[src/rtl/tsq_pkg.sv]
package tsq_pkg;

    typedef enum logic {
        SQ_CLOSED = 1'b0,
        SQ_OPEN   = 1'b1
    } sq_state_e;

    typedef struct packed {
        logic neg;
        logic thr;
    } line_sample_t;

    function automatic logic sample_is_neg(input line_sample_t s);
        return s.neg & s.thr;
    endfunction

    function automatic int unsigned max2(input int unsigned a, input int unsigned b);
        return (a > b) ? a : b;
    endfunction

endpackage

[src/rtl/tsq_front.sv]
module tsq_front
    import tsq_pkg::*;
(
    input  logic         clk,
    input  logic         rst,
    input  line_sample_t line_i,
    output logic         neg_q
);

    always_ff @(posedge clk) begin
        if (rst) begin
            neg_q <= 1'b0;
        end else begin
            neg_q <= sample_is_neg(line_i);
        end
    end

endmodule

[src/rtl/tsq_squelch_fsm.sv]
module tsq_squelch_fsm
    import tsq_pkg::*;
#(
    parameter int unsigned OPEN_MIN = 2,
    parameter int unsigned IDLE_MIN = 18
) (
    input  logic clk,
    input  logic rst,
    input  logic neg_q,
    output logic open_o
);

    localparam int unsigned RUN_MAX = max2(OPEN_MIN, IDLE_MIN);
    localparam int unsigned CW      = $clog2(RUN_MAX + 1);
    localparam logic [CW-1:0] OPEN_LAST = CW'(OPEN_MIN - 1);
    localparam logic [CW-1:0] IDLE_LAST = CW'(IDLE_MIN - 1);

    sq_state_e     state;
    logic [CW-1:0] run;

    always_ff @(posedge clk) begin
        if (rst) begin
            state <= SQ_CLOSED;
            run   <= '0;
        end else begin
            case (state)
                SQ_CLOSED: begin
                    if (neg_q) begin
                        if (run == OPEN_LAST) begin
                            state <= SQ_OPEN;
                            run   <= '0;
                        end else begin
                            run <= run + 1'b1;
                        end
                    end else begin
                        run <= '0;
                    end
                end
                default: begin
                    if (!neg_q) begin
                        if (run == IDLE_LAST) begin
                            state <= SQ_CLOSED;
                            run   <= '0;
                        end else begin
                            run <= run + 1'b1;
                        end
                    end else begin
                        run <= '0;
                    end
                end
            endcase
        end
    end

    assign open_o = (state == SQ_OPEN);

endmodule

[src/rtl/tsq_idle_tone.sv]
module tsq_idle_tone #(
    parameter int unsigned TONE_HALF = 50
) (
    input  logic clk,
    input  logic rst,
    output logic tone_o
);

    localparam int unsigned TW = $clog2(TONE_HALF + 1);
    localparam logic [TW-1:0] HALF_LAST = TW'(TONE_HALF - 1);

    logic [TW-1:0] div_cnt;

    always_ff @(posedge clk) begin
        if (rst) begin
            div_cnt <= '0;
            tone_o  <= 1'b0;
        end else if (div_cnt == HALF_LAST) begin
            div_cnt <= '0;
            tone_o  <= ~tone_o;
        end else begin
            div_cnt <= div_cnt + 1'b1;
        end
    end

endmodule

[src/rtl/tx_squelch_idle.sv]
module tx_squelch_idle
    import tsq_pkg::*;
#(
    parameter int unsigned OPEN_MIN  = 2,
    parameter int unsigned IDLE_MIN  = 18,
    parameter int unsigned TONE_HALF = 50
) (
    input  logic clk,
    input  logic rst,
    input  logic line_neg,
    input  logic line_thr,
    input  logic inhibit,
    output logic led_on,
    output logic tx_active
);

    line_sample_t line_s;
    logic         neg_q;
    logic         open_w;
    logic         tone_w;

    assign line_s.neg = line_neg;
    assign line_s.thr = line_thr;

    tsq_front u_front (
        .clk   (clk),
        .rst   (rst),
        .line_i(line_s),
        .neg_q (neg_q)
    );

    tsq_squelch_fsm #(
        .OPEN_MIN(OPEN_MIN),
        .IDLE_MIN(IDLE_MIN)
    ) u_fsm (
        .clk   (clk),
        .rst   (rst),
        .neg_q (neg_q),
        .open_o(open_w)
    );

    tsq_idle_tone #(
        .TONE_HALF(TONE_HALF)
    ) u_tone (
        .clk   (clk),
        .rst   (rst),
        .tone_o(tone_w)
    );

    always_ff @(posedge clk) begin
        if (rst) begin
            led_on <= 1'b0;
        end else if (open_w && !inhibit) begin
            led_on <= neg_q;
        end else begin
            led_on <= tone_w;
        end
    end

    assign tx_active = open_w;

endmodule

[config.mk]
export PLATFORM = sky130hd
export DESIGN_NAME = tx_squelch_idle
export DESIGN_NICKNAME = d
export VERILOG_FILES = /design/src/rtl/tsq_pkg.sv /design/src/rtl/tsq_front.sv /design/src/rtl/tsq_squelch_fsm.sv /design/src/rtl/tsq_idle_tone.sv /design/src/rtl/tx_squelch_idle.sv
export SDC_FILE = /design/constraint.sdc
export NUM_CORES = 1
export LEC_CHECK = 0
export BUFFER_PORTS_ARGS = -buffer_cell sky130_fd_sc_hd__clkbuf_2
export CORE_AREA = 2 2 39 41
export CTS_CLUSTER_SIZE = 8
export DETAILED_ROUTE_END_ITERATION = 10
export DIE_AREA = 0 0 41 43
export PLACE_DENSITY = 0.69
export SLEW_MARGIN = 0
export SYNTH_ARGS = -nofsm -noshare
export SYNTH_HDL_FRONTEND = slang
export SYNTH_HIERARCHICAL = 1
export SYNTH_SLANG_ARGS = --single-unit
[constraint.sdc]
create_clock -name clk -period 3.5 [get_ports clk]
set_input_delay 0.35 -clock clk [delete_from_list [all_inputs] [get_ports clk]]
set_output_delay 0.35 -clock clk [all_outputs]
set_load 0.03 [all_outputs]
After elaboration in Yosys (flattened, before gate mapping)
Cells that the tools add are included.

cells by class
  add/subtract/negate cells = 2
  equal/unequal tests = 3
  mux-type cells = 11
  bitwise gates (word level) = 2
  reductions and logical operators = 3

operator list
  operator               count
  $mux W5                5
  $add A6 B1 Y6 const B  1
  $eq A6 B6 Y1 const B   1
  $mux W1                6
  $add A5 B1 Y5 const B  1
  $eq A5 B1 Y1 const B   1
  $eq A5 B5 Y1 const B   1
  $reduce_or A2 Y1       1
  $and A1 B1 Y1          1
  $logic_and A1 B1 Y1    1
  $logic_not A1 Y1       1
  $not A1 Y1             1

word-level totals
  register bits = 15
  bits of input ports = 5
  logic and storage cells = 27

Depth between registers and ports, before layout
Gate-level depths: netlist of the first run.

  depth in word-level cells = 4
  gate-level depth with buffers = 5
  mapped depth without buffers = 5

Modules after synthesis
Netlist of the first run, hierarchy kept.

modules (own cells, without submodules)
  module           times used  cells an instance  area an instance (sq um)  seq. area each (sq um)
  tsq_idle_tone    1           29                 300.3                     140.1
  tsq_squelch_fsm  1           28                 264.0                     120.1
  tx_squelch_idle  1           5                  50.0                      20.0
  tsq_front        1           2                  28.8                      20.0

Least setup slack after synthesis of the first run
No wires, ideal clock.

  kind = reg2reg
  from = reg u_fsm.state (netlist: u_fsm/open_o)
  to = reg u_fsm.run[2]
  library setup time = 0.064 ns
  data arrival time = 1.121 ns
  data required time = 3.436 ns
  path slack = 2.315 ns
  cell stages (with the launch flop) = 4
  cell sequence = dfxtp_1 > xnor2_1 > a211o_1 > nor2_1

on the way
  longest elaborated chain between the ends = 1

RTL lines
  what                      line                   text
  start: declaration        tsq_squelch_fsm.sv:18  sq_state_e state;
  start signal: assignment  tsq_squelch_fsm.sv:23  state <= SQ_CLOSED;
  start signal: assignment  tsq_squelch_fsm.sv:30  state <= SQ_OPEN;
  start signal: assignment  tsq_squelch_fsm.sv:42  state <= SQ_CLOSED;
  $mux W5                   tsq_squelch_fsm.sv:26  case (state)
  end signal: assignment    tsq_squelch_fsm.sv:33  run <= run + 1'b1;
  end signal: assignment    tsq_squelch_fsm.sv:45  run <= run + 1'b1;
  end: declaration          tsq_squelch_fsm.sv:19  logic [CW-1:0] run;

No other way between the ends.
A chain may end at the register's enable or synchronous reset.

Worst setup path after layout of the first run
  from = reg u_tone.div_cnt[0]
  to = reg u_tone.div_cnt[2]

on the way
  longest elaborated chain between the ends = 2

RTL lines
  what                                                   line                 text
  start: declaration                                     tsq_idle_tone.sv:12  logic [TW-1:0] div_cnt;
  start signal: assignment                               tsq_idle_tone.sv:22  div_cnt <= div_cnt + 1'b1;
  branches (longest 2 deep; another with $add A6 B1 Y6)  n/a

Several ways; the timed one is not identified.

==> run_results.csv, run 1 <==
group,metric,value,unit
sta,min_period,1.40,ns
place,globalplace.congestion,0.676,
power,switchingPower,0.0739,mW
routing,vias_per_cell,4.97,
power,powerDensity,429,nW/um^2
clock_tree,tritoncts,"built",
synthesis,synth_seq_area_share,46.7,%
critical_path,timing.critical_path.buf_inv,0,
layout,final_nets,84,
synthesis,netlist_instances,64,
routing,routed_wl,971,microns
floorplan,fp.dieArea,1760,sq um
critical_path,max_stage_delay,0.45,ns
critical_path,worstPathArrival,1.55,ns
routing,num_vias,447,
sta,slew_headroom,64.2,%
clock_tree,clock-sinks,15,
grt,grt_antenna_before_repair,0,
power,switching_share,23.9,%
critical_path,cp_top_family,"compound AO/OA/AOI/OAI gates",
sta,setup_violations,0,
sta,finalCritPeriodShare,40.0,%
critical_path,cp_slowest_cell,"o21bai_1",
place,dpl_worst_slack,2.14,ns
critical_path,cp.required,3.65,ns
clock_tree,clk_latency,0.27,ns
synthesis,yosys_register_bits,15,
power,comb_power_share,9.4,%
critical_path,path_cells,"ha_1 > nand4b_4 > o21bai_1 > nor2_1",
floorplan,rows,14,
power,p_seq_share,59.9,%
routing,antenna_left,0,
critical_path,critPathCaptureType,"flop",
sta,final_hold_viol_count,0,
place,io_buffers,6,
routing,wl_per_cell,10.8,microns
synthesis,syn_avg_cell_area,10.0,sq um
sta,rsz0062_at_grt,"false",
floorplan,ioPinCount,7,
sta,slew_violations,0,
clock_tree,root_buffer,"clkbuf_4",
clock_tree,cts_resized,0,
layout,syn_to_final_growth,11.9,%
routing,first_iter_violations,4,
synthesis,yosys.area.top_type,"dfxtp_1",
sta,fin_setup_tns,0,ns
synthesis,yosys-top-cells-area,"dfxtp_1 (47%), ha_1 (7.8%), xnor2_1 (6.8%), nor2_1 (5.8%), xor2_1 (4.1%)",
clock_tree,cts_buffers,3,
grt,grtUsageTotal,13.9,%
synthesis,ys_types,23,
power,p_int,0.235,mW
flow_run,cap_violations,0,
layout,layout_commonest_cell,"dfxtp_1",
grt,grt-ovfl-total,0,
sta,fmax,0.714,GHz
layout,layout-drive-gt1-share,16.2,%
grt,grt_pass1_vias,440,
floorplan,start_util,46.5,%
power,peakVddDrop,0.262,mV
hold_path,hp-class,"input port to flop",
clock_tree,clock_path_buffers,2,
clock_tree,cts_max_level,1,
clock_tree,post_cts_buffers,0,
critical_path,critical_path_class,"flop to flop",
critical_path,worstSetupStartpointType,"flop",
place,place.detailed.hpwl,729,microns
floorplan,die_h,43,microns
grt,grt_max_degree,9,
routing,firstDrtPassIters,3,
grt,grt_first_pass_wirelength,1660,microns
synthesis,synth_area,643,sq um
synthesis,synth_nets,73,
layout,final_cell_mix,"dfxtp_1 (15), nor2_1 (10), clkbuf_2 (6)",
run_status,run_status,"complete, no violations",
synthesis,netlist.area_leader.share,46.7,%
power,leakagePower,0.311,nW
layout,antenna_cells,0,
routing,drc,0,
critical_path,worstPathMaxFanout,6,
sta,setup_slack,2.10,ns
synthesis,ys_warn_count,6,
floorplan,die_w,41,microns
floorplan,core_area,1380,sq um
power,power_frac_clock,30.7,%
sta,worst_pin_slew,0.536,ns
sta,hold_ws,0.314,ns
clock_tree,postCtsHoldBufs,0,
sta,fin_skew,0.00229,ns
clock_tree,cts.clk_slew.worst_paths,0.09,ns
area by class of cell:
class | instances | area [sq um]
Inverter | 3 | 11.3
Fill cell | 129 | 664
Tap cell | 16 | 20.0
Sequential cell | 15 | 300
Timing Repair Buffer | 6 | 30.0
Clock buffer | 4 | 26.3
Multi-Input combinational cell | 46 | 332
cells by family after synthesis:
kind of cell             synth area share (%)
buffers and inverters                    1.75
XOR/XNOR                                 10.9
AO/OA/AOI/OAI                            8.75
flip-flops                               46.7
AND/OR/NAND/NOR                          24.1
adder cells (fa/ha/maj)                  7.78
state kept, by name (all words and copies together) (netlist names):
name and cells:
led_on 1, u_tone/tone_o 1, u_fsm/open_o 1, u_front/neg_q 1, u_fsm/run 5, u_tone/div_cnt 6
stage by stage:
stage	power (mW)	util, %	cell area (sq um)	instances
floorplan	0.209	-	643	64
global placement	0.217	50.1	693	86
detailed placement	0.219	50.1	693	86
CTS	0.315	52.0	719	90
global route	0.327	52.0	719	90
finish	0.309	52.0	719	90
synth_stat cells:
master     count
or3_1          2
ha_1           4
nand3_1        4
xnor2_1        5
o21ai_0        3
nand2b_1       2
a211o_1        1
a21oi_1        1
dfxtp_1       15
and3b_1        1
nand3_2        1
xor2_1         3
o21ai_1        1
nand4bb_1      1
nand4b_4       1
nor3b_1        1
nand2_1        1
inv_1          3
nor2_1        10
a31oi_1        1
and2b_1        1
o21bai_1       1
a21oi_2        1
power by group through the flow:
stage               combinational (mW)  sequential (mW)  clock [mW]
floorplan                       0.0183            0.191           0
global placement                0.0282            0.189           0
CTS                             0.0295            0.185       0.100
global route                    0.0324            0.186       0.108
finish                          0.0290            0.185      0.0947
detailed placement              0.0292            0.189           0
per-layer routing:
metal	vias up	global-route usage, %	wire (microns)
met5	-	0	0
met4	0	10.0	10
met3	2	3.14	30
met2	5	20.3	461
met1	204	17.0	468
li1	236	-	-
path summary, 6_finish.rpt:
| check | start | end | slack, ns | depth (start not counted) |
|---|---|---|---|---|
| hold reg to reg | u_fsm/run[0]$_SDFF_PP0_ | u_fsm/run[0]$_SDFF_PP0_ | 0.47 | 1 |
| setup / recovery | u_tone/div_cnt[0]$_SDFF_PP0_ | u_tone/div_cnt[2]$_SDFF_PP0_ | 2.10 | 4 |
| hold / removal | rst | u_fsm/open_o$_SDFF_PP0_ | 0.31 | 2 |
| setup reg to reg | u_tone/div_cnt[0]$_SDFF_PP0_ | u_tone/div_cnt[2]$_SDFF_PP0_ | 2.10 | 4 |
No activity file was read; power rests on OpenSTA's default activity.
==> inputs of run 2 (changes only) <==
- CORE_AREA: 2 2 39 41 -> unset
- CORE_UTILIZATION: unset -> 48
- DIE_AREA: 0 0 41 43 -> unset
- PLACE_DENSITY: 0.69 -> 0.71
- clock period: 3.5 -> 1.1 ns (I/O delays scaled with it)
==> run 2 against run 1 <==
Against the previous run:
- the run now ends with negative setup slack left
- combinational power grew to 5.0 times the previous value
- via count grew 6.3%
- cell count grew 6.7%
- cell area grew 20%
- first-iteration DRC count grew 100%
- count of clock-buffer cells in the layout shrank 1
- hold slack lost 0.25 ns
- sequential share of layout area shrank 5.8 points
- sequential power grew to 3.2 times the previous value
- clock power grew to 3.3 times the previous value
- fmax grew 22%
- global-route usage grew 3.1 points
==> run_results.csv, run 2 (synthesis gave the netlist of run 1 again) <==
group,metric,value,unit
critical_path,worstSetupStartpoint,"u_fsm/run[1]$_SDFF_PP0_",
layout,layout_commonest_cell,"nor2_1",
floorplan,start_util,54.9,%
hold_path,worstHoldStart,"rst",
floorplan,die_h,38.6,microns
layout,reg_top3,"u_tone/div_cnt x6, u_fsm/run x5",
floorplan,core_area,1170,sq um
floorplan,fp.dieArea,1490,sq um
grt,grtUsageTotal,17.0,%
critical_path,critPathCaptureType,"flop",
clock_tree,cts_buffers,3,
place,dpl_cell_area,785,sq um
sta,slew_headroom,86.7,%
clock_tree,clk_latency,0.28,ns
layout,largest_register_ffs,6,
critical_path,critical_path_class,"flop to flop",
sta,fin_skew,0.00562,ns
clock_tree,post_cts_buffers,0,
sta,finalCritPeriodShare,104,%
hold_path,hp-class,"input port to flop",
layout,final_cell_mix,"nor2_1 (10), dfxtp_1 (8), buf_4 (7)",
routing,firstDrtPassIters,4,
sta,min_period,1.15,ns
grt,grt_max_degree,10,
critical_path,worstPathArrival,1.37,ns
critical_path,cp_top_family,"flip-flops",
grt,grt_pass1_vias,430,
clock_tree,clock_path_buffers,2,
clock_tree,cts_max_level,1,
place,place.detailed.hpwl,722,microns
run_status,violations,"negative setup slack",
sta,setup_slack,-0.0464,ns
grt,use_met2,26.3,%
floorplan,ioPinCount,7,
flow_run,cap_violations,0,
layout,layout-drive-gt1-share,45.1,%
place,io_buffers,6,
routing,wl_per_cell,10.2,microns
floorplan,rows,12,
grt,met1_usage,20.4,%
layout,largest-register,"u_tone/div_cnt",
grt,busiest_layer,"met2",
critical_path,cp_slowest_cell,"dfxtp_2",
critical_path,worstSetupStartpointType,"flop",
power,powerDensity,1210,nW/um^2
clock_tree,postCtsHoldBufs,0,
power,peakVddDrop,0.784,mV
sta,worst_pin_slew,0.197,ns
place,dpl_worst_slack,-0.0829,ns
clock_tree,cts.clk_slew.worst_paths,0.09,ns
grt,grt_first_pass_wirelength,1680,microns
layout,design_area,866,sq um
routing,num_vias,475,
run_status,run_status,"finished, violations left",
layout,syn_to_final_growth,34.6,%
critical_path,path_cells,"inv_2 > ha_4 > nor3b_4 > a211o_1 > nor2_1",
critical_path,cp.required,1.33,ns
grt,grt_antenna_before_repair,0,
routing,drc,0,
clock_tree,root_buffer,"clkbuf_4",
routing,routed_wl,975,microns
sta,setup_violations,7,
critical_path,max_stage_delay,0.34,ns
clock_tree,clock-sinks,15,
clock_tree,tritoncts,"built",
power,leakagePower,0.370,nW
routing,first_iter_violations,8,
floorplan,die_w,38.6,microns
routing,antenna_left,0,
routing,vias_per_cell,4.95,
critical_path,r2r-start,"u_fsm/run[1]$_SDFF_PP0_",
critical_path,timing.critical_path.buf_inv,1,
critical_path,worstPathMaxFanout,5,
grt,grt-ovfl-total,0,
grt,grtUsageMet3,3.47,%
sta,slew_violations,0,
layout,antenna_cells,0,
layout,final_nets,92,
sta,rsz0062_at_grt,"true",
sta,fmax,0.872,GHz
place,globalplace.congestion,0.665,
sta,final_hold_viol_count,0,
-- run 2: cell type report --
type	count	area, sq um
Clock buffer	3	22.5
Clock inverter	1	5.00
Fill cell	86	305
Inverter	3	11.3
Multi-Input combinational cell	46	404
Sequential cell	15	312
Tap cell	14	17.5
Timing Repair Buffer	14	93.8
-- run 2: metal layers --
layer	vias up	part of all wire (%)
met1	213	50
met5	-	0
met4	0	1.1
met3	2	3.2
li1	253	-
met2	7	46
-- run 2: repair_timing --
item / CTS / global route
pin swaps: 4 / 2
endpoints found under the setup margin: 13 / 14
gates resized for setup: 5 / 9
-- run 2: worst reg2reg max path: stages (launching register included) --
cell and delay [ns]:
dfxtp_2 0.34, inv_2 0.04, ha_4 0.14, nor3b_4 0.14, a211o_1 0.32, nor2_1 0.12
-- run 2: final timing paths --
kind / end / slack (ns) / cells after the start
setup / recovery: u_fsm/run[2]$_SDFF_PP0_ / -0.05 / 5
hold reg to reg: u_tone/tone_o$_SDFFE_PP0N_ / 0.50 / 2
setup reg to reg: u_fsm/run[2]$_SDFF_PP0_ / -0.05 / 5
hold / removal: u_fsm/open_o$_SDFF_PP0_ / 0.06 / 2
-- run 2: report_power, final --
group | internal (mW) | switching (mW) | total, mW
Combinational | 0.0827 | 0.0616 | 0.144
Sequential | 0.566 | 0.0267 | 0.592
Clock | 0.135 | 0.178 | 0.313
-- run 2: through the flow --
step                hold WS [ns]  total power, mW  utilization, %  cells  TNS [ns]
floorplan                  0.172            0.678               -     64   -0.0963
global placement           0.351            0.724            67.0     92    -0.241
detailed placement         0.362            0.727            67.0     92    -0.438
CTS                       0.0526             1.06            71.2     96    -0.237
global route              0.0653             1.10            73.9     96    -0.655
finish                    0.0619             1.05            73.9     96    -0.193
==> inputs of run 3 (changes only) <==
- SETUP_SLACK_MARGIN: unset -> 0.02
==> run 3 against run 2 <==
Against the previous run:
- combinational power grew 4%
- the flow still finishes with violations (negative setup slack)
- sequential cell count unchanged
- core utilization up 1.4 points
- cell count increased by 1.0%
- clock skew shrank 0.0013 ns
- register-to-register slack hardly changed
- total power is 0.60% higher
- largest cell class unchanged
==> run_results.csv, run 3 (synthesis gave the netlist of run 1 again) <==
group,metric,value,unit
clock_tree,cts_max_level,1,
routing,first_iter_violations,3,
routing,wl_per_cell,10.9,microns
clock_tree,clock_path_buffers,2,
clock_tree,tritoncts,"built",
sta,worst_pin_slew,0.201,ns
floorplan,start_util,54.9,%
grt,grt_first_pass_wirelength,1710,microns
critical_path,r2r-end,"u_fsm/run[2]$_SDFF_PP0_",
routing,antenna_left,0,
layout,antenna_cells,0,
floorplan,die_w,38.6,microns
layout,utilization,75.3,%
floorplan,core_area,1170,sq um
grt,grt_pass1_vias,438,
clock_tree,clock-sinks,15,
hold_path,hold_depth,2,
critical_path,critPathCaptureType,"flop",
layout,largest_register_ffs,6,
power,powerDensity,1200,nW/um^2
place,place.detailed.hpwl,722,microns
sta,slew_headroom,86.6,%
routing,num_vias,483,
routing,firstDrtPassIters,2,
layout,final_cell_mix,"nor2_1 (10), buf_4 (8), dfxtp_1 (7), dfxtp_2 (7)",
layout,layout-drive-gt1-share,48.2,%
floorplan,fp.dieArea,1490,sq um
sta,fmax,0.872,GHz
sta,final_hold_viol_count,0,
critical_path,max_stage_delay,0.34,ns
sta,hold_ws,0.0652,ns
place,io_buffers,6,
sta,finalCritPeriodShare,104,%
layout,syn_to_final_growth,37.2,%
run_status,run_status,"finished, violations left",
critical_path,worstSetupStartpointType,"flop",
floorplan,die_h,38.6,microns
power,leakagePower,0.376,nW
floorplan,ioPinCount,7,
sta,slew_violations,0,
routing,drc,0,
grt,grt-ovfl-total,0,
sta,setup_violations,7,
clock_tree,root_buffer,"clkbuf_4",
sta,fin_skew,0.00436,ns
layout,layout_commonest_cell,"nor2_1",
routing,routed_wl,1060,microns
critical_path,cp_slowest_cell,"dfxtp_2",
critical_path,r2r-start,"u_fsm/run[1]$_SDFF_PP0_",
power,peakVddDrop,0.780,mV
run_status,violations,"negative setup slack",
layout,largest-register,"u_tone/div_cnt",
sta,min_period,1.15,ns
grt,grt_max_degree,10,
clock_tree,clk_latency,0.28,ns
layout,reg_top3,"u_tone/div_cnt x6, u_fsm/run x5",
floorplan,rows,12,
clock_tree,cts.clk_slew.worst_paths,0.09,ns
sta,setup_slack,-0.0463,ns
hold_path,hp-class,"input port to flop",
critical_path,cp.required,1.32,ns
flow_run,cap_violations,0,
critical_path,rrSetupSlack,-0.05,ns
hold_path,holdPathEnd,"u_fsm/open_o$_SDFF_PP0_",
grt,grt_antenna_before_repair,0,
clock_tree,cts_buffers,3,
critical_path,worstPathArrival,1.37,ns
grt,grtUsageTotal,17.3,%
critical_path,path_cells,"inv_2 > ha_4 > nor3b_4 > a211o_1 > nor2_1",
clock_tree,postCtsHoldBufs,0,
sta,rsz0062_at_grt,"true",
critical_path,worstPathMaxFanout,5,
routing,vias_per_cell,4.98,
critical_path,critical_path_class,"flop to flop",
hold_path,worstHoldStart,"rst",
place,globalplace.congestion,0.665,
layout,final_nets,93,
critical_path,reg2regPathDepth,5,
==> run 3: worst max path at each step <==
stage,startpoint,slack [ns],to,cells after the start
2_1_floorplan,u_fsm/run[1]$_SDFF_PP0_,-0.03,u_fsm/run[2]$_SDFF_PP0_,5
3_3_place_gp,u_fsm/run[1]$_SDFF_PP0_,-0.05,u_fsm/run[2]$_SDFF_PP0_,5
3_5_place_dp,u_fsm/run[1]$_SDFF_PP0_,-0.08,u_fsm/run[2]$_SDFF_PP0_,5
4_1_cts,u_fsm/run[1]$_SDFF_PP0_,-0.05,u_fsm/run[2]$_SDFF_PP0_,5
5_1_grt,u_fsm/run[1]$_SDFF_PP0_,-0.12,u_fsm/run[4]$_SDFF_PP0_,5
6_report,u_fsm/run[1]$_SDFF_PP0_,-0.05,u_fsm/run[2]$_SDFF_PP0_,5
==> run 3: timing repair <==
item | 4_1_cts | 5_1_grt
hold endpoints to repair | 0 | 0
setup endpoints to repair | 13 | 10
setup buffers | 0 | 1
pin swaps | 4 | 3
resized for setup | 7 | 11
==> run 3: worst max-delay path: cells and delay by family, from the launching register on <==
family                   cells  cell delay, ns
AND/OR/NAND/NOR              2            0.26
adder cells (fa/ha/maj)      1            0.14
flip-flops                   1            0.34
buffers and inverters        1            0.04
AO/OA/AOI/OAI                1            0.32
==> run 3: per-stage QoR <==
stage	setup slack (ns)	setup TNS (ns)	area [sq um]	cells	power (mW)
finish	-0.0463	-0.197	882	97	1.06
global route	-0.123	-0.658	882	97	1.11
CTS	-0.0483	-0.254	842	96	1.06
detailed placement	-0.0829	-0.438	785	92	0.727
global placement	-0.0485	-0.241	785	92	0.724
floorplan	-0.0275	-0.0963	677	64	0.678
==> run 3: report_power, final <==
part | total [mW] | switching (mW) | internal, mW
combinational | 0.150 | 0.0622 | 0.0878
clock | 0.313 | 0.178 | 0.135
sequential | 0.593 | 0.0269 | 0.566
total | 1.06 | 0.268 | 0.789
==> run 3: per-layer routing <==
metal	wire length, microns	GRT usage, %	vias to the layer above	share of wire [%]
li1	-	-	257	-
met3	30	3.47	2	2.8
met4	11	12.9	0	1.0
met5	0	0	-	0
met1	515	20.4	217	49
met2	497	27.1	7	47
==> run 3: final cells by class <==
| type | instances | area, sq um |
|---|---|---|
| Multi-Input combinational cell | 46 | 409 |
| Timing Repair Buffer | 15 | 104 |
| Clock inverter | 1 | 5.00 |
| Tap cell | 14 | 17.5 |
| Clock buffer | 3 | 22.5 |
| Fill cell | 87 | 289 |
| Sequential cell | 15 | 313 |
| Inverter | 3 | 11.3 |
